### config.mk
export PLATFORM = sky130hd
export DESIGN_NAME = mm_track_gen
export DESIGN_NICKNAME = d
export VERILOG_FILES = /design/src/rtl/mm_track_pkg.sv /design/src/rtl/mm_cmd_parser.sv /design/src/rtl/mm_pkt_buffer.sv /design/src/rtl/mm_wave_seq.sv /design/src/rtl/mm_track_gen.sv
export SDC_FILE = /design/constraint.sdc
export NUM_CORES = 1
export LEC_CHECK = 0
export BUFFER_PORTS_ARGS = -buffer_cell sky130_fd_sc_hd__buf_2
export CORE_ASPECT_RATIO = 1.25
export CORE_MARGIN = 1
export CORE_UTILIZATION = 55
export CTS_CLUSTER_DIAMETER = 50
export CTS_CLUSTER_SIZE = 25
export DETAILED_ROUTE_END_ITERATION = 8
export PLACE_DENSITY = 0.72
export SLEW_MARGIN = 20
export SYNTH_ARGS = -nofsm -noshare
export SYNTH_HDL_FRONTEND = slang
export SYNTH_HIERARCHICAL = 1
export SYNTH_SLANG_ARGS = --single-unit
### constraint.sdc
create_clock -name clk -period 4.8 [get_ports clk]
set_input_delay 0.96 -clock clk [delete_from_list [all_inputs] [get_ports clk]]
set_output_delay 0.96 -clock clk [all_outputs]
set_load 0.05 [all_outputs]
### src/rtl/mm_track_pkg.sv
package mm_track_pkg;

  typedef enum logic [1:0] {
    PH_HALF_A = 2'd0,
    PH_GAP    = 2'd1,
    PH_HALF_B = 2'd2,
    PH_PAUSE  = 2'd3
  } phase_t;

  localparam logic [7:0] OP_TRAIN = 8'h01;
  localparam logic [7:0] OP_PAUSE = 8'h02;
  localparam int         PKT_BITS = 18;

endpackage

### src/rtl/mm_cmd_parser.sv
module mm_cmd_parser
  import mm_track_pkg::*;
(
  input  logic                clk,
  input  logic                rst_n,
  input  logic                in_valid,
  input  logic [7:0]          in_data,
  input  logic                in_last,
  output logic                in_ready,
  output logic                pkt_wr,
  output logic [PKT_BITS-1:0] pkt_data,
  output logic                gap_wr,
  output logic [15:0]         gap_data
);

  logic [2:0] idx_q;   // byte position in the current command, saturating
  logic [7:0] op_q;
  logic [7:0] b1_q;
  logic [7:0] b2_q;
  logic       fire;

  assign in_ready = 1'b1;
  assign fire     = in_valid & in_ready;

  always_ff @(posedge clk) begin
    if (!rst_n) begin
      idx_q <= '0;
      op_q  <= '0;
      b1_q  <= '0;
      b2_q  <= '0;
    end else if (fire) begin
      if (in_last)
        idx_q <= '0;
      else if (idx_q != 3'd7)
        idx_q <= idx_q + 3'd1;
      case (idx_q)
        3'd0:    op_q <= in_data;
        3'd1:    b1_q <= in_data;
        3'd2:    b2_q <= in_data;
        default: ;
      endcase
    end
  end

  // the final byte is used straight from the bus
  assign pkt_wr   = fire & in_last & (idx_q == 3'd3) & (op_q == OP_TRAIN);
  assign pkt_data = {in_data[1:0], b2_q, b1_q};
  assign gap_wr   = fire & in_last & (idx_q == 3'd2) & (op_q == OP_PAUSE);
  assign gap_data = {in_data, b1_q};

endmodule

### src/rtl/mm_pkt_buffer.sv
module mm_pkt_buffer
  import mm_track_pkg::*;
#(
  parameter logic [PKT_BITS-1:0] IDLE_PKT = 18'h0C0F3
) (
  input  logic                clk,
  input  logic                rst_n,
  input  logic                wr,
  input  logic [PKT_BITS-1:0] wr_data,
  input  logic                take,
  output logic [PKT_BITS-1:0] active,
  output logic                busy
);

  logic [PKT_BITS-1:0] pend_q;
  logic [PKT_BITS-1:0] act_q;
  logic                pvld_q;
  logic                accept;

  assign accept = wr & ~pvld_q;

  always_ff @(posedge clk) begin
    if (!rst_n) begin
      pend_q <= '0;
      act_q  <= IDLE_PKT;
      pvld_q <= 1'b0;
    end else begin
      if (take && pvld_q)
        act_q <= pend_q;
      if (accept)
        pend_q <= wr_data;
      pvld_q <= accept | (pvld_q & ~take);
    end
  end

  assign active = act_q;
  assign busy   = pvld_q;

endmodule

### src/rtl/mm_wave_seq.sv
module mm_wave_seq
  import mm_track_pkg::*;
#(
  parameter int          BIT_TICKS   = 96,
  parameter int          SHORT_TICKS = 12,
  parameter int          UNIT_TICKS  = 8,
  parameter int          INTRA_GAP   = 86,
  parameter int          MAX_GAP     = 347,
  parameter int          SHORT_GAP   = 232,
  parameter logic [15:0] UNIV_CODE   = 16'd0
) (
  input  logic                clk,
  input  logic                rst_n,
  input  logic                tick,
  input  logic [PKT_BITS-1:0] pkt,
  input  logic                cfg_wr,
  input  logic [15:0]         cfg_val,
  output logic                take,
  output logic                level,
  output phase_t              phase,
  output logic [15:0]         pause_len
);

  localparam int LONG_TICKS = BIT_TICKS - SHORT_TICKS;
  localparam int MAX_SPAN   = MAX_GAP * UNIT_TICKS;
  localparam int GAP_SPAN   = INTRA_GAP * UNIT_TICKS;
  localparam int TOP_A      = (MAX_SPAN > GAP_SPAN) ? MAX_SPAN : GAP_SPAN;
  localparam int TOP_SPAN   = (TOP_A > BIT_TICKS) ? TOP_A : BIT_TICKS;
  localparam int CNT_W      = $clog2(TOP_SPAN + 1);
  localparam int IDX_W      = $clog2(PKT_BITS);

  phase_t           ph_q;
  logic [CNT_W-1:0] tcnt_q;
  logic [CNT_W-1:0] limit;
  logic [IDX_W-1:0] bidx_q;
  logic [15:0]      cfg_q;
  logic [15:0]      len_q;
  logic             alt_q;
  logic             span_end;
  logic             last_bit;
  logic [CNT_W-1:0] thr;

  always_comb begin
    case (ph_q)
      PH_HALF_A, PH_HALF_B: limit = CNT_W'(BIT_TICKS - 1);
      PH_GAP:               limit = CNT_W'(GAP_SPAN - 1);
      default:              limit = CNT_W'(32'(len_q) * UNIT_TICKS - 1);
    endcase
  end

  assign span_end = (tcnt_q == limit);
  assign last_bit = (bidx_q == IDX_W'(PKT_BITS - 1));
  assign take     = tick & span_end & (ph_q == PH_PAUSE);

  // pause setting, clamped on entry
  always_ff @(posedge clk) begin
    if (!rst_n)
      cfg_q <= UNIV_CODE;
    else if (cfg_wr)
      cfg_q <= (cfg_val != UNIV_CODE && cfg_val > 16'(MAX_GAP)) ? 16'(MAX_GAP) : cfg_val;
  end

  always_ff @(posedge clk) begin
    if (!rst_n) begin
      ph_q   <= PH_HALF_A;
      tcnt_q <= '0;
      bidx_q <= '0;
      len_q  <= 16'(MAX_GAP);
      alt_q  <= 1'b0;
    end else if (tick) begin
      if (!span_end) begin
        tcnt_q <= tcnt_q + 1'b1;
      end else begin
        tcnt_q <= '0;
        case (ph_q)
          PH_HALF_A: begin
            if (last_bit) begin
              bidx_q <= '0;
              ph_q   <= PH_GAP;
            end else begin
              bidx_q <= bidx_q + 1'b1;
            end
          end
          PH_GAP: ph_q <= PH_HALF_B;
          PH_HALF_B: begin
            if (last_bit) begin
              bidx_q <= '0;
              ph_q   <= PH_PAUSE;
              alt_q  <= ~alt_q;
              if (cfg_q == UNIV_CODE)
                len_q <= alt_q ? 16'(SHORT_GAP) : 16'(MAX_GAP);
              else
                len_q <= cfg_q;
            end else begin
              bidx_q <= bidx_q + 1'b1;
            end
          end
          default: ph_q <= PH_HALF_A;
        endcase
      end
    end
  end

  assign thr   = pkt[bidx_q] ? CNT_W'(LONG_TICKS) : CNT_W'(SHORT_TICKS);
  assign level = ((ph_q == PH_HALF_A) || (ph_q == PH_HALF_B)) && (tcnt_q < thr);

  assign phase     = ph_q;
  assign pause_len = len_q;

endmodule

### src/rtl/mm_track_gen.sv
module mm_track_gen
  import mm_track_pkg::*;
#(
  parameter int                  BIT_TICKS   = 96,
  parameter int                  SHORT_TICKS = 12,
  parameter int                  UNIT_TICKS  = 8,
  parameter int                  INTRA_GAP   = 86,
  parameter int                  MAX_GAP     = 347,
  parameter int                  SHORT_GAP   = 232,
  parameter logic [15:0]         UNIV_CODE   = 16'd0,
  parameter logic [PKT_BITS-1:0] IDLE_PKT    = 18'h0C0F3,
  parameter bit                  INVERT      = 1'b0
) (
  input  logic       clk,
  input  logic       rst_n,
  input  logic       tick,
  input  logic       cmd_valid,
  input  logic [7:0] cmd_data,
  input  logic       cmd_last,
  output logic       cmd_ready,
  output logic       busy,
  output logic       track_out
);

  logic                pkt_wr_w;
  logic [PKT_BITS-1:0] pkt_data_w;
  logic                gap_wr_w;
  logic [15:0]         gap_data_w;
  logic [PKT_BITS-1:0] active_w;
  logic                take_w;
  logic                level_w;
  phase_t              phase_w;
  logic [15:0]         len_w;

  mm_cmd_parser u_parse (
    .clk      (clk),
    .rst_n    (rst_n),
    .in_valid (cmd_valid),
    .in_data  (cmd_data),
    .in_last  (cmd_last),
    .in_ready (cmd_ready),
    .pkt_wr   (pkt_wr_w),
    .pkt_data (pkt_data_w),
    .gap_wr   (gap_wr_w),
    .gap_data (gap_data_w)
  );

  mm_pkt_buffer #(.IDLE_PKT(IDLE_PKT)) u_buf (
    .clk     (clk),
    .rst_n   (rst_n),
    .wr      (pkt_wr_w),
    .wr_data (pkt_data_w),
    .take    (take_w),
    .active  (active_w),
    .busy    (busy)
  );

  mm_wave_seq #(
    .BIT_TICKS   (BIT_TICKS),
    .SHORT_TICKS (SHORT_TICKS),
    .UNIT_TICKS  (UNIT_TICKS),
    .INTRA_GAP   (INTRA_GAP),
    .MAX_GAP     (MAX_GAP),
    .SHORT_GAP   (SHORT_GAP),
    .UNIV_CODE   (UNIV_CODE)
  ) u_seq (
    .clk       (clk),
    .rst_n     (rst_n),
    .tick      (tick),
    .pkt       (active_w),
    .cfg_wr    (gap_wr_w),
    .cfg_val   (gap_data_w),
    .take      (take_w),
    .level     (level_w),
    .phase     (phase_w),
    .pause_len (len_w)
  );

  generate
    if (INVERT) begin : g_inv
      assign track_out = ~level_w;
    end else begin : g_pass
      assign track_out = level_w;
    end
  endgenerate

endmodule

==> flow_metrics.py <==
metrics = {
    "synth": {
        "postSynthAreaPerCell_um2": 8.89,
        "syn_inst": 614,
        "synthesis.area_um2": 5460,
        "ys_warn_count": 6,
        "synth_nets": 644,
    },
    "setup_path": {
        "cp.arrival_ns": 3.50,
        "reg2reg_slack_ns": 0.96,
        "path_buf_inv": 2,
        "worst-setup-path-type": "reg -> out",
        "worst_setup_path_start_kind": "flop",
        "critPathMostFrequentCell": "mux4_2",
        "cpMaxStageDelayCell": "dfxtp_1",
        "path_max_fanout": 10,
        "required_ns": 3.84,
        "crit_chain": "mux4_2, mux4_2, mux2i_1, inv_1, ha_1, a21o_1, a211o_1, a21oi_1, buf_2",
        "critPathCaptureType": "output port",
        "slowest_delay_ns": 0.61,
        "critical-path-top-delay-family": "multiplexers",
    },
    "power_and_ir_drop": {
        "peakVddDrop_v": 0.000229,
        "leakagePower_uw": 0.00209,
        "powerDensity_nw_per_um2": 297,
    },
    "final_layout": {
        "fin_cells": 710,
        "layout_commonest_cell": "dfxtp_1",
        "insertedDiodeCount": 0,
        "finish.utilization_pct": 58.7,
        "nets": 611,
        "area_growth_pct": 3.23,
        "drive_above_1_share_pct": 9.08,
        "design_area_um2": 5640,
        "final_cell_mix": "dfxtp_1, nand2_1, mux2i_1, nand3_1, o21ai_0",
    },
    "placed_design": {
        "hpwl_um": 7770,
        "dp.cells": 696,
        "dpl-instance-area_um2": 5350,
        "port_buffers": 14,
        "gp_congestion": 0.846,
    },
    "die": {
        "dieArea_um2": 10300,
        "die_x_um": 91.1,
        "ioPinCount": 16,
        "rows": 40,
        "initial_core_util_pct": 56.8,
        "fp.dieH_um": 113,
        "core_area_um2": 9610,
    },
    "drt": {
        "post_drt_wl_per_cell_um": 15.2,
        "vias_per_cell": 5.81,
        "drc": 0,
        "first_pass_iters": 4,
        "drt_wl_total_um": 10800,
        "drt_iter0_markers": 173,
        "ant_nets": 0,
        "num_vias": 4125,
    },
    "clocking": {
        "cts-hold-fix-buffers": 0,
        "cts_made_buffers": 9,
        "clkLatencyLatePin_ns": 0.34,
        "clk_pin_slew_ns": 0.07,
        "cts_sinks": 109,
        "h-tree-depth": 3,
        "clockBufferDepth": 2,
        "cts_root_buffer": "clkbuf_16",
        "cts_resized": 0,
        "cts_setup_buffers": 0,
        "cts_tree": "done",
    },
    "sta": {
        "skew_ns": 0.00911,
        "rsz0062_at_grt": "no",
        "setup_viol": 0,
        "hold_viol": 0,
        "fin_crit_ns": 4.46,
        "slew_viol_final": 0,
        "min_period_over_period_pct": 92.8,
        "slew_headroom_pct": 40.2,
        "setup-tns-final_ns": 0,
        "tightest_slew_ns": 0.891,
        "fmax_ghz": 0.224,
    },
    "global_route": {
        "overflow": 0,
        "grt_pass1_vias": 3999,
        "grt_start_max_net_pins": 88,
        "grt_pass1_wl_um": 18100,
        "grt.total_usage_pct": 21.8,
        "antenna_found_initial": 0,
    },
    "worst_hold_path": {
        "hp-class": "reg -> reg",
    },
    "job": {
        "cap_viol_max_count": 0,
    },
    "run_status": {
        "status": "completed",
    },
}
-- worst register-to-register path, cell delays in order (launching register included) --
cell and delay, ns:
dfxtp_1 0.37, ha_1 0.57, inv_1 0.30, or4_1 0.52, and3_1 0.20, a21o_1 0.20, nor3_1 0.26, nand3_1 0.38
nor2_1 0.21, buf_4 0.19, and2_4 0.33, mux2i_1 0.23
-- flip-flops by register name, indices dropped and copies added (netlist names) --
register	flops
u_buf/busy	1
u_seq/pause_len	9
u_buf/pend_q	18
u_parse/b1_q	8
u_seq/tcnt_q	12
u_parse/idx_q	3
u_seq/cfg_q	16
u_parse/b2_q	8
u_seq/phase	2
u_seq/alt_q	1
u_buf/active	18
u_seq/bidx_q	5
u_parse/op_q	8
-- final timing paths --
kind / startpoint / end / cells past startpoint
max: u_seq/bidx_q[0] / track_out / 9
min: u_buf/active[8] / u_buf/active[8] / 2
max reg2reg: u_seq/phase[1] / u_buf/active[9] / 11
min reg2reg: u_buf/active[8] / u_buf/active[8] / 2
-- layout make-up --
class	instances	area, um^2
clock inverters	3	21.3
flip-flops and latches	109	2180
repair buffers	17	95.1
clock buffers	11	253
inverters	30	113
multi-input cells	414	2820
well taps	126	158
fillers	852	3970
-- where the power goes --
part / internal (uW) / switching (uW) / total, uW
combinational: 17.0 / 39.8 / 56.7
sequential: 913 / 8.42 / 922
clock: 376 / 318 / 694
total: 1310 / 367 / 1670
-- per-stage QoR --
step	power, uW	worst slack, ns	hold slack, ns
floorplan	992	0.401	0.430
global placement	997	0.768	0.444
detailed placement	999	0.687	0.445
CTS	1680	0.316	0.461
global route	1730	0.161	0.479
finish	1670	0.344	0.463
-- per-layer routing --
metal  wire length, um  global-route usage (%)  part of all wire, %
met3               202                    3.60                  1.9
met2              5680                    40.1                   53
met4               211                    9.21                  2.0
met5                 0                       0                    0
met1              4710                    24.9                   44
Power figures use the tool's default switching activity.
